[src/rtl/rbp_pkg.sv]
package rbp_pkg;

    localparam int BYTE_W  = 8;
    localparam int NUM_EVT = 8;
    localparam int NUM_EXT = 6;
    localparam int ADDR_W  = 2;

    // Register select codes
    localparam logic [ADDR_W-1:0] ADR_DATA   = 2'd0;
    localparam logic [ADDR_W-1:0] ADR_MASK   = 2'd1;
    localparam logic [ADDR_W-1:0] ADR_FLAGS  = 2'd2;
    localparam logic [ADDR_W-1:0] ADR_STATUS = 2'd3;

    // Flag / mask bit positions (order is visible to software)
    localparam int FL_TXSTARVE = 7;
    localparam int FL_RXOVER   = 6;
    localparam int FL_TIMEOUT  = 5;
    localparam int FL_PKTDONE  = 4;
    localparam int FL_CARRIER  = 3;
    localparam int FL_PREAMBLE = 2;
    localparam int FL_CLEARCH  = 1;
    localparam int FL_SYNC     = 0;

    typedef enum logic [1:0] {
        ST_RUN    = 2'd0,
        ST_RXOVER = 2'd1,
        ST_TXSTRV = 2'd2
    } port_state_t;

    typedef struct packed {
        logic                wr_data;
        logic                rd_data;
        logic                wr_mask;
        logic                clr_flags;
    } bus_dec_t;

    // Merge radio event pulses with the error detectors into the set vector
    function automatic logic [NUM_EVT-1:0] event_set(
        input logic [NUM_EXT-1:0] ext,
        input logic               over,
        input logic               starve
    );
        logic [NUM_EVT-1:0] s;
        s                = '0;
        s[NUM_EXT-1:0]   = ext;
        s[FL_RXOVER]     = over;
        s[FL_TXSTARVE]   = starve;
        s[FL_PKTDONE]    = ext[FL_PKTDONE] | over | starve;
        return s;
    endfunction

    function automatic logic [BYTE_W-1:0] pack_status(
        input port_state_t st,
        input logic        full,
        input logic        tx_dir
    );
        return {{(BYTE_W-4){1'b0}}, st, full, tx_dir};
    endfunction

endpackage

[src/rtl/rbp_busif.sv]
module rbp_busif
    import rbp_pkg::*;
#(
    parameter int AW = ADDR_W,
    parameter int DW = BYTE_W
) (
    input  logic          bus_wr,
    input  logic          bus_rd,
    input  logic [AW-1:0] bus_addr,
    input  logic [DW-1:0] data_q,
    input  logic [DW-1:0] mask_q,
    input  logic [DW-1:0] flags_q,
    input  logic [DW-1:0] status_q,
    output bus_dec_t      dec,
    output logic [DW-1:0] rdata
);

    always_comb begin
        dec.wr_data   = bus_wr && (bus_addr == ADR_DATA);
        dec.rd_data   = bus_rd && (bus_addr == ADR_DATA);
        dec.wr_mask   = bus_wr && (bus_addr == ADR_MASK);
        dec.clr_flags = bus_wr && (bus_addr == ADR_FLAGS);
    end

    always_comb begin
        unique case (bus_addr)
            ADR_DATA:   rdata = data_q;
            ADR_MASK:   rdata = mask_q;
            ADR_FLAGS:  rdata = flags_q;
            default:    rdata = status_q;
        endcase
    end

endmodule

[src/rtl/rbp_buffer.sv]
module rbp_buffer
    import rbp_pkg::*;
#(
    parameter int DW = BYTE_W
) (
    input  logic          clk,
    input  logic          rst,
    input  logic          idle,
    input  logic          mode_sel,
    input  logic          wr_data,
    input  logic          rd_data,
    input  logic [DW-1:0] wdata,
    input  logic          rx_valid,
    input  logic [DW-1:0] rx_byte,
    input  logic          tx_req,
    output logic [DW-1:0] buf_q,
    output logic          full_q,
    output logic          tx_dir_q,
    output port_state_t   state_q,
    output logic          over_evt,
    output logic          starve_evt,
    output logic          dma_q
);

    port_state_t   state_n;
    logic [DW-1:0] buf_n;
    logic          full_n;
    logic          tx_dir_n;
    logic          dma_n;

    always_comb begin
        state_n    = state_q;
        buf_n      = buf_q;
        full_n     = full_q;
        tx_dir_n   = tx_dir_q;
        dma_n      = 1'b0;
        over_evt   = 1'b0;
        starve_evt = 1'b0;
        if (idle) begin
            state_n  = ST_RUN;
            full_n   = 1'b0;
            tx_dir_n = mode_sel;
            dma_n    = mode_sel;
        end else if (state_q == ST_RUN) begin
            if (!tx_dir_q) begin
                if (rx_valid) begin
                    if (full_q && !rd_data) begin
                        state_n  = ST_RXOVER;
                        over_evt = 1'b1;
                    end else begin
                        buf_n  = rx_byte;
                        full_n = 1'b1;
                        dma_n  = 1'b1;
                    end
                end else if (rd_data) begin
                    full_n = 1'b0;
                end
            end else begin
                if (tx_req) begin
                    if (full_q) begin
                        dma_n = 1'b1;
                        if (wr_data) begin
                            buf_n  = wdata;
                            full_n = 1'b1;
                        end else begin
                            full_n = 1'b0;
                        end
                    end else begin
                        state_n    = ST_TXSTRV;
                        starve_evt = 1'b1;
                    end
                end else if (wr_data) begin
                    buf_n  = wdata;
                    full_n = 1'b1;
                end
            end
        end
    end

    always_ff @(posedge clk) begin
        if (rst) begin
            state_q  <= ST_RUN;
            buf_q    <= '0;
            full_q   <= 1'b0;
            tx_dir_q <= 1'b0;
            dma_q    <= 1'b0;
        end else begin
            state_q  <= state_n;
            buf_q    <= buf_n;
            full_q   <= full_n;
            tx_dir_q <= tx_dir_n;
            dma_q    <= dma_n;
        end
    end

    // an unread byte followed by a new arrival locks the receive-overrun state
    a_r3_overrun_enter: assert property (@(posedge clk) disable iff (rst)
        (state_q == ST_RUN && !tx_dir_q && rx_valid && full_q && !rd_data && !idle)
        |=> (state_q == ST_RXOVER));

    // a request against an empty buffer locks the starved state
    a_r5_starve_enter: assert property (@(posedge clk) disable iff (rst)
        (state_q == ST_RUN && tx_dir_q && tx_req && !full_q && !idle)
        |=> (state_q == ST_TXSTRV));

    // the held byte never moves while an error state is active
    a_r6_byte_frozen: assert property (@(posedge clk) disable iff (rst)
        (state_q != ST_RUN) |=> $stable(buf_q));

    // the error state persists until the idle strobe
    a_r6_state_held: assert property (@(posedge clk) disable iff (rst)
        (state_q != ST_RUN && !idle) |=> $stable(state_q) && $stable(full_q));

    // the idle strobe always empties the buffer and resumes running
    a_r7_idle_release: assert property (@(posedge clk) disable iff (rst)
        idle |=> (state_q == ST_RUN) && !full_q);

endmodule

[src/rtl/rbp_irq.sv]
module rbp_irq
    import rbp_pkg::*;
#(
    parameter int NE = NUM_EVT,
    parameter int NX = NUM_EXT
) (
    input  logic          clk,
    input  logic          rst,
    input  logic [NX-1:0] ext_evt,
    input  logic          over_evt,
    input  logic          starve_evt,
    input  logic          wr_mask,
    input  logic          clr_flags,
    input  logic [NE-1:0] wdata,
    output logic [NE-1:0] mask_q,
    output logic [NE-1:0] flags_q,
    output logic          irq
);

    logic [NE-1:0] set_v;

    always_comb set_v = event_set(ext_evt, over_evt, starve_evt);

    always_ff @(posedge clk) begin
        if (rst)          mask_q <= '0;
        else if (wr_mask) mask_q <= wdata;
    end

    for (genvar i = 0; i < NE; i++) begin : g_flag
        always_ff @(posedge clk) begin
            if (rst) flags_q[i] <= 1'b0;
            else     flags_q[i] <= set_v[i] | (flags_q[i] & ~(clr_flags & wdata[i]));
        end

        // a flag is dropped only by a write-1-to-clear of its bit
        a_r8_flag_sticky: assert property (@(posedge clk) disable iff (rst)
            (flags_q[i] && !(clr_flags && wdata[i])) |=> flags_q[i]);
    end

    always_comb irq = |(flags_q & mask_q);

    // an enabled event raises the interrupt one edge later
    a_r9_enabled_raises: assert property (@(posedge clk) disable iff (rst)
        (|(set_v & mask_q) && !wr_mask) |=> irq);

endmodule

[src/rtl/radio_byte_port.sv]
module radio_byte_port
    import rbp_pkg::*;
(
    input  logic              clk,
    input  logic              rst,
    input  logic              bus_wr,
    input  logic              bus_rd,
    input  logic [ADDR_W-1:0] bus_addr,
    input  logic [BYTE_W-1:0] bus_wdata,
    output logic [BYTE_W-1:0] bus_rdata,
    input  logic              idle_strobe,
    input  logic              mode_sel,
    input  logic              rf_rx_valid,
    input  logic [BYTE_W-1:0] rf_rx_byte,
    input  logic              rf_tx_req,
    output logic [BYTE_W-1:0] rf_tx_byte,
    input  logic [NUM_EXT-1:0] ext_evt,
    output logic              irq,
    output logic              dma_req
);

    bus_dec_t          dec;
    logic [BYTE_W-1:0] buf_q;
    logic [BYTE_W-1:0] mask_q;
    logic [BYTE_W-1:0] flags_q;
    logic [BYTE_W-1:0] status_q;
    logic              full_q;
    logic              tx_dir_q;
    port_state_t       state_q;
    logic              over_evt;
    logic              starve_evt;

    always_comb status_q   = pack_status(state_q, full_q, tx_dir_q);
    always_comb rf_tx_byte = buf_q;

    rbp_busif #(.AW(ADDR_W), .DW(BYTE_W)) u_busif (
        .bus_wr   (bus_wr),
        .bus_rd   (bus_rd),
        .bus_addr (bus_addr),
        .data_q   (buf_q),
        .mask_q   (mask_q),
        .flags_q  (flags_q),
        .status_q (status_q),
        .dec      (dec),
        .rdata    (bus_rdata)
    );

    rbp_buffer #(.DW(BYTE_W)) u_buffer (
        .clk        (clk),
        .rst        (rst),
        .idle       (idle_strobe),
        .mode_sel   (mode_sel),
        .wr_data    (dec.wr_data),
        .rd_data    (dec.rd_data),
        .wdata      (bus_wdata),
        .rx_valid   (rf_rx_valid),
        .rx_byte    (rf_rx_byte),
        .tx_req     (rf_tx_req),
        .buf_q      (buf_q),
        .full_q     (full_q),
        .tx_dir_q   (tx_dir_q),
        .state_q    (state_q),
        .over_evt   (over_evt),
        .starve_evt (starve_evt),
        .dma_q      (dma_req)
    );

    rbp_irq #(.NE(NUM_EVT), .NX(NUM_EXT)) u_irq (
        .clk        (clk),
        .rst        (rst),
        .ext_evt    (ext_evt),
        .over_evt   (over_evt),
        .starve_evt (starve_evt),
        .wr_mask    (dec.wr_mask),
        .clr_flags  (dec.clr_flags),
        .wdata      (bus_wdata),
        .mask_q     (mask_q),
        .flags_q    (flags_q),
        .irq        (irq)
    );

endmodule

[config.mk]
export PLATFORM = sky130hd
export DESIGN_NAME = radio_byte_port
export DESIGN_NICKNAME = d
export VERILOG_FILES = /design/src/rtl/rbp_pkg.sv /design/src/rtl/rbp_busif.sv /design/src/rtl/rbp_buffer.sv /design/src/rtl/rbp_irq.sv /design/src/rtl/radio_byte_port.sv
export SDC_FILE = /design/constraint.sdc
export NUM_CORES = 1
export LEC_CHECK = 0
export ABC_AREA = 1
export BUFFER_PORTS_ARGS = -buffer_cell sky130_fd_sc_hd__buf_2
export CAP_MARGIN = 10
export CORE_UTILIZATION = 40
export DETAILED_ROUTE_END_ITERATION = 16
export GPL_TIMING_DRIVEN = 1
export PLACE_DENSITY = 0.71
export RECOVER_POWER = 100
export SLEW_MARGIN = 20
export SYNTH_ARGS = -nofsm -noshare
export SYNTH_HDL_FRONTEND = slang
export SYNTH_SLANG_ARGS = --single-unit
[constraint.sdc]
create_clock -name clk -period 1.5 [get_ports clk]
set_input_delay 0.075 -clock clk [delete_from_list [all_inputs] [get_ports clk]]
set_output_delay 0.075 -clock clk [all_outputs]
set_load 0.01 [all_outputs]
Word-level counts from Yosys, hierarchy flattened. Cells that the tools add are included.

Equal/unequal tests: 8. Multiplexer cells: 37. Bitwise operators: 36. Reduce and logical (&&, ||, !) cells: 16.

Operators with widths (count): 8-bit two-way mux (6); 1-bit two-way mux (25); 8-bit case mux with 3 select lines (1); 1-bit AND (16); 2-bit two-way mux (5); 1-bit OR (10); 5-bit AND reduction (2); 3-bit by 2-bit inequality test with 1-bit output (second input constant) (3); 1-bit inverter (9); 8-bit AND (1); 8-bit OR reduction (1); 1-bit logical AND (5); 2-bit zero test (2); 2-bit inequality test (second input constant) (2); 4-bit AND reduction (1); 2-bit nonzero test (2); 3-bit nonzero test (1); 2-bit by 1-bit equality test with 1-bit output (second input constant) (1); 2-bit equality test (second input constant) (1); 2-bit by 1-bit inequality test with 1-bit output (second input constant) (1); 2-bit OR reduction (1); 1-bit zero test (1).

Flip-flop bits (word level): 29. Bits of input ports: 32. Output and inout port bits: 18. Logic and storage cells: 111.

Longest topological paths before layout.
Depth in word-level cells: 12. Mapped depth: 8. Mapped depth without buffers: 8.

Hierarchy. From an unflattened synthesis, not the netlist that was laid out.

Cell total of the unflattened synthesis: 254. Area, all modules: 1856.8 sq um.

Modules (own cells, without submodules): rbp_buffer (instances 1, cells an instance 111, area an instance 783.3 sq um, seq. area each 260.2 sq um); rbp_irq (instances 1, cells an instance 88, area an instance 750.7 sq um, seq. area each 320.3 sq um); rbp_busif (instances 1, cells an instance 54, area an instance 319.1 sq um, seq. area each 0.0 sq um); radio_byte_port (instances 1, cells an instance 1, area an instance 3.8 sq um, seq. area each 0.0 sq um).

Worst setup path before layout. OpenSTA, ideal clock, no wires.

Kind: register to register. Start: reg u_buffer.state_q[1]. End: reg u_buffer.buf_q[4]. Setup time: 0.064 ns. Arrival: 1.061 ns. Required time: 1.436 ns. Path slack: 0.375 ns. Stages on the path, launching flop included: 8. Buffers on the path: 0. Period minus slack after synthesis: 1.125 ns. Cell sequence: dfxtp_1 -> nor2_2 -> nand2_1 -> nor2_4 -> nand2_4 -> nor2_8 -> nor2_1 -> nor2_1.

Word-level cells in the longest chain between the ends: 2.

RTL lines: start, declared (line rbp_buffer.sv:19) `output port_state_t state_q,`; start signal, assigned (line rbp_buffer.sv:88) `state_q <= state_n;`; 2-bit zero test (line rbp_buffer.sv:44) `end else if (state_q == ST_RUN) begin`; 5-bit AND reduction (no source line); end signal, assigned (line rbp_buffer.sv:89) `buf_q <= buf_n;`; end, declared (line rbp_buffer.sv:16) `output logic [DW-1:0] buf_q,`.

No other way between the ends. A chain may end at the register's enable or synchronous reset.

Worst setup path after layout.
Start: reg u_buffer.tx_dir_q. End: out bus_rdata[0].

Word-level cells in the longest chain between the ends: 1.

RTL lines: start, declared (line rbp_buffer.sv:18) `output logic tx_dir_q,`; start signal, assigned (line rbp_buffer.sv:91) `tx_dir_q <= tx_dir_n;`; 8-bit case mux with 3 select lines (line rbp_busif.sv:26) `unique case (bus_addr)`; end, declared (line radio_byte_port.sv:10) `output logic [BYTE_W-1:0] bus_rdata,`.

No other way between the ends.

==> out/metrics.yaml <==
initial_core_util_pct: 42.3
post-route-period-util_pct: 94.4
setup_tns_ns: 0
synth_xor_area_share_pct: 0
gp_congestion: 0.903
cp-start-kind: "register"
totalWireLength_mm: 4.33
grt_max_degree: 18
fmaxAchievable_ghz: 0.706
slowest_stage: "dfxtp_1"
syn_avg_cell_area_um2: 6.90
antenna_found_initial: 0
ys_types: 24
layout_common_cells: "nand2_1 (48), buf_2 (31), nor2_1 (29), dfxtp_1 (29), a21oi_1 (25)"
drc: 0
cts.clk_slew.worst_paths_ns: 0.06
rr_worst_depth: 7
finClkSkew_ns: 0.00559
synth_top_area_cell: "dfxtp_1"
area_growth_pct: 27.6
power_density_nw_per_um2: 983
rsz0062_at_grt: "false"
rrSetupSlack_ns: 0.16
synth-seq-cells: 29
startpoint: "u_buffer.tx_dir_q"
dieHeight_um: 64.7
io_buffers: 49
hpwl_mm: 3.38
synthesis.nets: 260
ctsResizeCount: 0
seq_area_frac_synth_pct: 36.9
firstDrtPassIters: 4
die_x_um: 64.7
rr_endpoint: "u_irq.flags_q[4]"
leakage_nw: 0.852
io_pins: 50
cp.arrival_ns: 1.34
grt_first_pass_wirelength_mm: 6.93
crit_chain: "inv_1 -> o21ai_0 -> buf_2"
synth_compound_area_share_pct: 21.9
max_stage_delay_ns: 0.40
num_antenna_cells: 0
cts_tree: "done"
num_vias: 1729
cap_violations: 0
worst_slew_pin_slew_ns: 0.710
clock_latency_ns: 0.28
crit_type: "reg2out"
routed_via_density: 5.13
layout_commonest_cell: "nand2_1"
final_nets: 320
drive_gt1_share_pct: 18.7
synth_edf_count: 0
design.die.area_um2: 4190
row_count: 22
h-tree-depth: 2
slew_viol_final: 0
synth_area_leaders: "dfxtp_1 (37%), nand2_1 (11%), a21oi_1 (8.0%)"
clock_path_buffers: 2
cp-endpoint: "bus_rdata[0]"
setup_violations: 0
worstPathRequired_ns: 1.42
synth-simple-area-share_pct: 33.5
netlist_instances: 228
synthAdderAreaFrac_pct: 0
yosysWarnings: 0
crit_path_end_kind: "output port"
ant_nets: 0
syn_area_um2: 1570
outcome: "completed"
min_from: "ext_evt[2]"
worstReg2RegStart: "u_buffer.tx_dir_q"
synthMuxAreaShare_pct: 0
synth_flop_cell: "dfxtp_1"
first_iter_violations: 82
min_path_cells: 3
synth_async_sr_flop_share_pct: 0
cp_max_fo: 14
layout_min_cycle_time_ns: 1.42
wl_per_cell_um: 12.9
final-seq-area_um2: 581
fillers: 394
cts_buffers: 5
cts-root-buf: "clkbuf_8"
cts.sinks: 29
vdd_ir_drop_max_mv: 0.539
hold_path.class: "in2reg"
first_global_vias: 1510
synth_top_family_by_area: "simple AND/OR/NAND/NOR gates"
slew_headroom_pct: 52.7
grt_overflow_total: 0
yosys.area.top_type_share_pct: 36.9
core_um2: 3720
grt_usage_pct: 22.3
multi_input_area_um2: 871
timing_hold_violations_final: 0
total_power_mw: 1.97
==> report_power, final <==
part	total (mW)	switching (mW)	internal [mW]
registers	0.859	0.0367	0.822
clock network	0.725	0.311	0.414
logic	0.388	0.237	0.151
==> Yosys cell counts, types with 2 or more instances <==
| cell | number |
|---|---|
| o221ai_1 | 2 |
| a21oi_1 | 25 |
| clkbuf_1 | 2 |
| nand3_1 | 15 |
| o22ai_1 | 2 |
| a21boi_0 | 8 |
| buf_2 | 4 |
| dfxtp_1 | 29 |
| nand2_1 | 48 |
| nand2_4 | 3 |
| nand4_1 | 9 |
| nor2_1 | 29 |
| o21ai_0 | 18 |
| inv_1 | 22 |
| nor2_4 | 2 |
| o211ai_1 | 2 |
==> cell families (layout without fill, tap and decap cells) <==
kind of cell           Yosys count  in the layout
AND/OR/NAND/NOR                110            110
AO/OA/AOI/OAI                   59             59
buffers and inverters           30             91
flip-flops                      29             29
==> through the flow <==
| stage | util [%] | worst slack [ns] | cells | instance area (µm²) | hold WS (ns) |
|---|---|---|---|---|---|
| after floorplan | - | 0.375 | 228 | 1570 | 0.192 |
| after global placement | 51.0 | 0.266 | 325 | 1900 | 0.285 |
| after detailed placement | 51.0 | 0.211 | 325 | 1900 | 0.290 |
| after CTS | 54.8 | 0.102 | 337 | 2040 | 0.00465 |
| after global routing | 54.0 | 0.0107 | 337 | 2010 | 0.0323 |
| final | 54.0 | 0.0840 | 337 | 2010 | 0.00896 |
==> final cells by class <==
type	count	share of cell area, %
multi-input cells	169	43.4
flip-flops and latches	29	28.9
repair buffers	60	15.3
clock buffers	7	4.80
inverters	23	4.30
well taps	48	2.99
clock inverters	1	0.249
==> routing by layer <==
layer,vias to the layer above,track usage [%],routed length (µm)
li1,881,-,-
met1,772,27.2,2010
met2,62,35.5,1950
met3,14,6.16,245
met4,0,11.1,123
met5,-,0,0
==> repair_timing <==
action | in CTS | in global routing
endpoints found under the hold margin | 4 | 0
hold buffers | 4 | 0
buffers inserted | 0 | 0
setup endpoints to repair | 0 | 0
==> worst max-delay path: cells and delay by family, from the launching register on <==
| family | cells | cell delay [ns] |
|---|---|---|
| flops | 1 | 0.40 |
| buf+inv | 2 | 0.40 |
| compound gates | 1 | 0.26 |
==> state kept, by name (all words and copies together), names as in the netlist <==
| register | cells |
|---|---|
| u_buffer.dma_q | 1 |
| u_buffer.buf_q | 8 |
| u_buffer.state_q | 2 |
| u_buffer.tx_dir_q | 1 |
| u_buffer.full_q | 1 |
| u_irq.flags_q | 8 |
| u_irq.mask_q | 8 |
==> worst min path at each step <==
| stage | to | slack, ns |
|---|---|---|
| floorplan | u_irq.flags_q[0] | 0.19 |
| global placement | u_irq.flags_q[5] | 0.29 |
| detailed placement | u_irq.flags_q[0] | 0.29 |
| CTS | u_irq.flags_q[2] | 0.005 |
| global route | u_irq.flags_q[2] | 0.03 |
| finish | u_irq.flags_q[2] | 0.009 |
No activity file was read; power rests on OpenSTA's default activity.
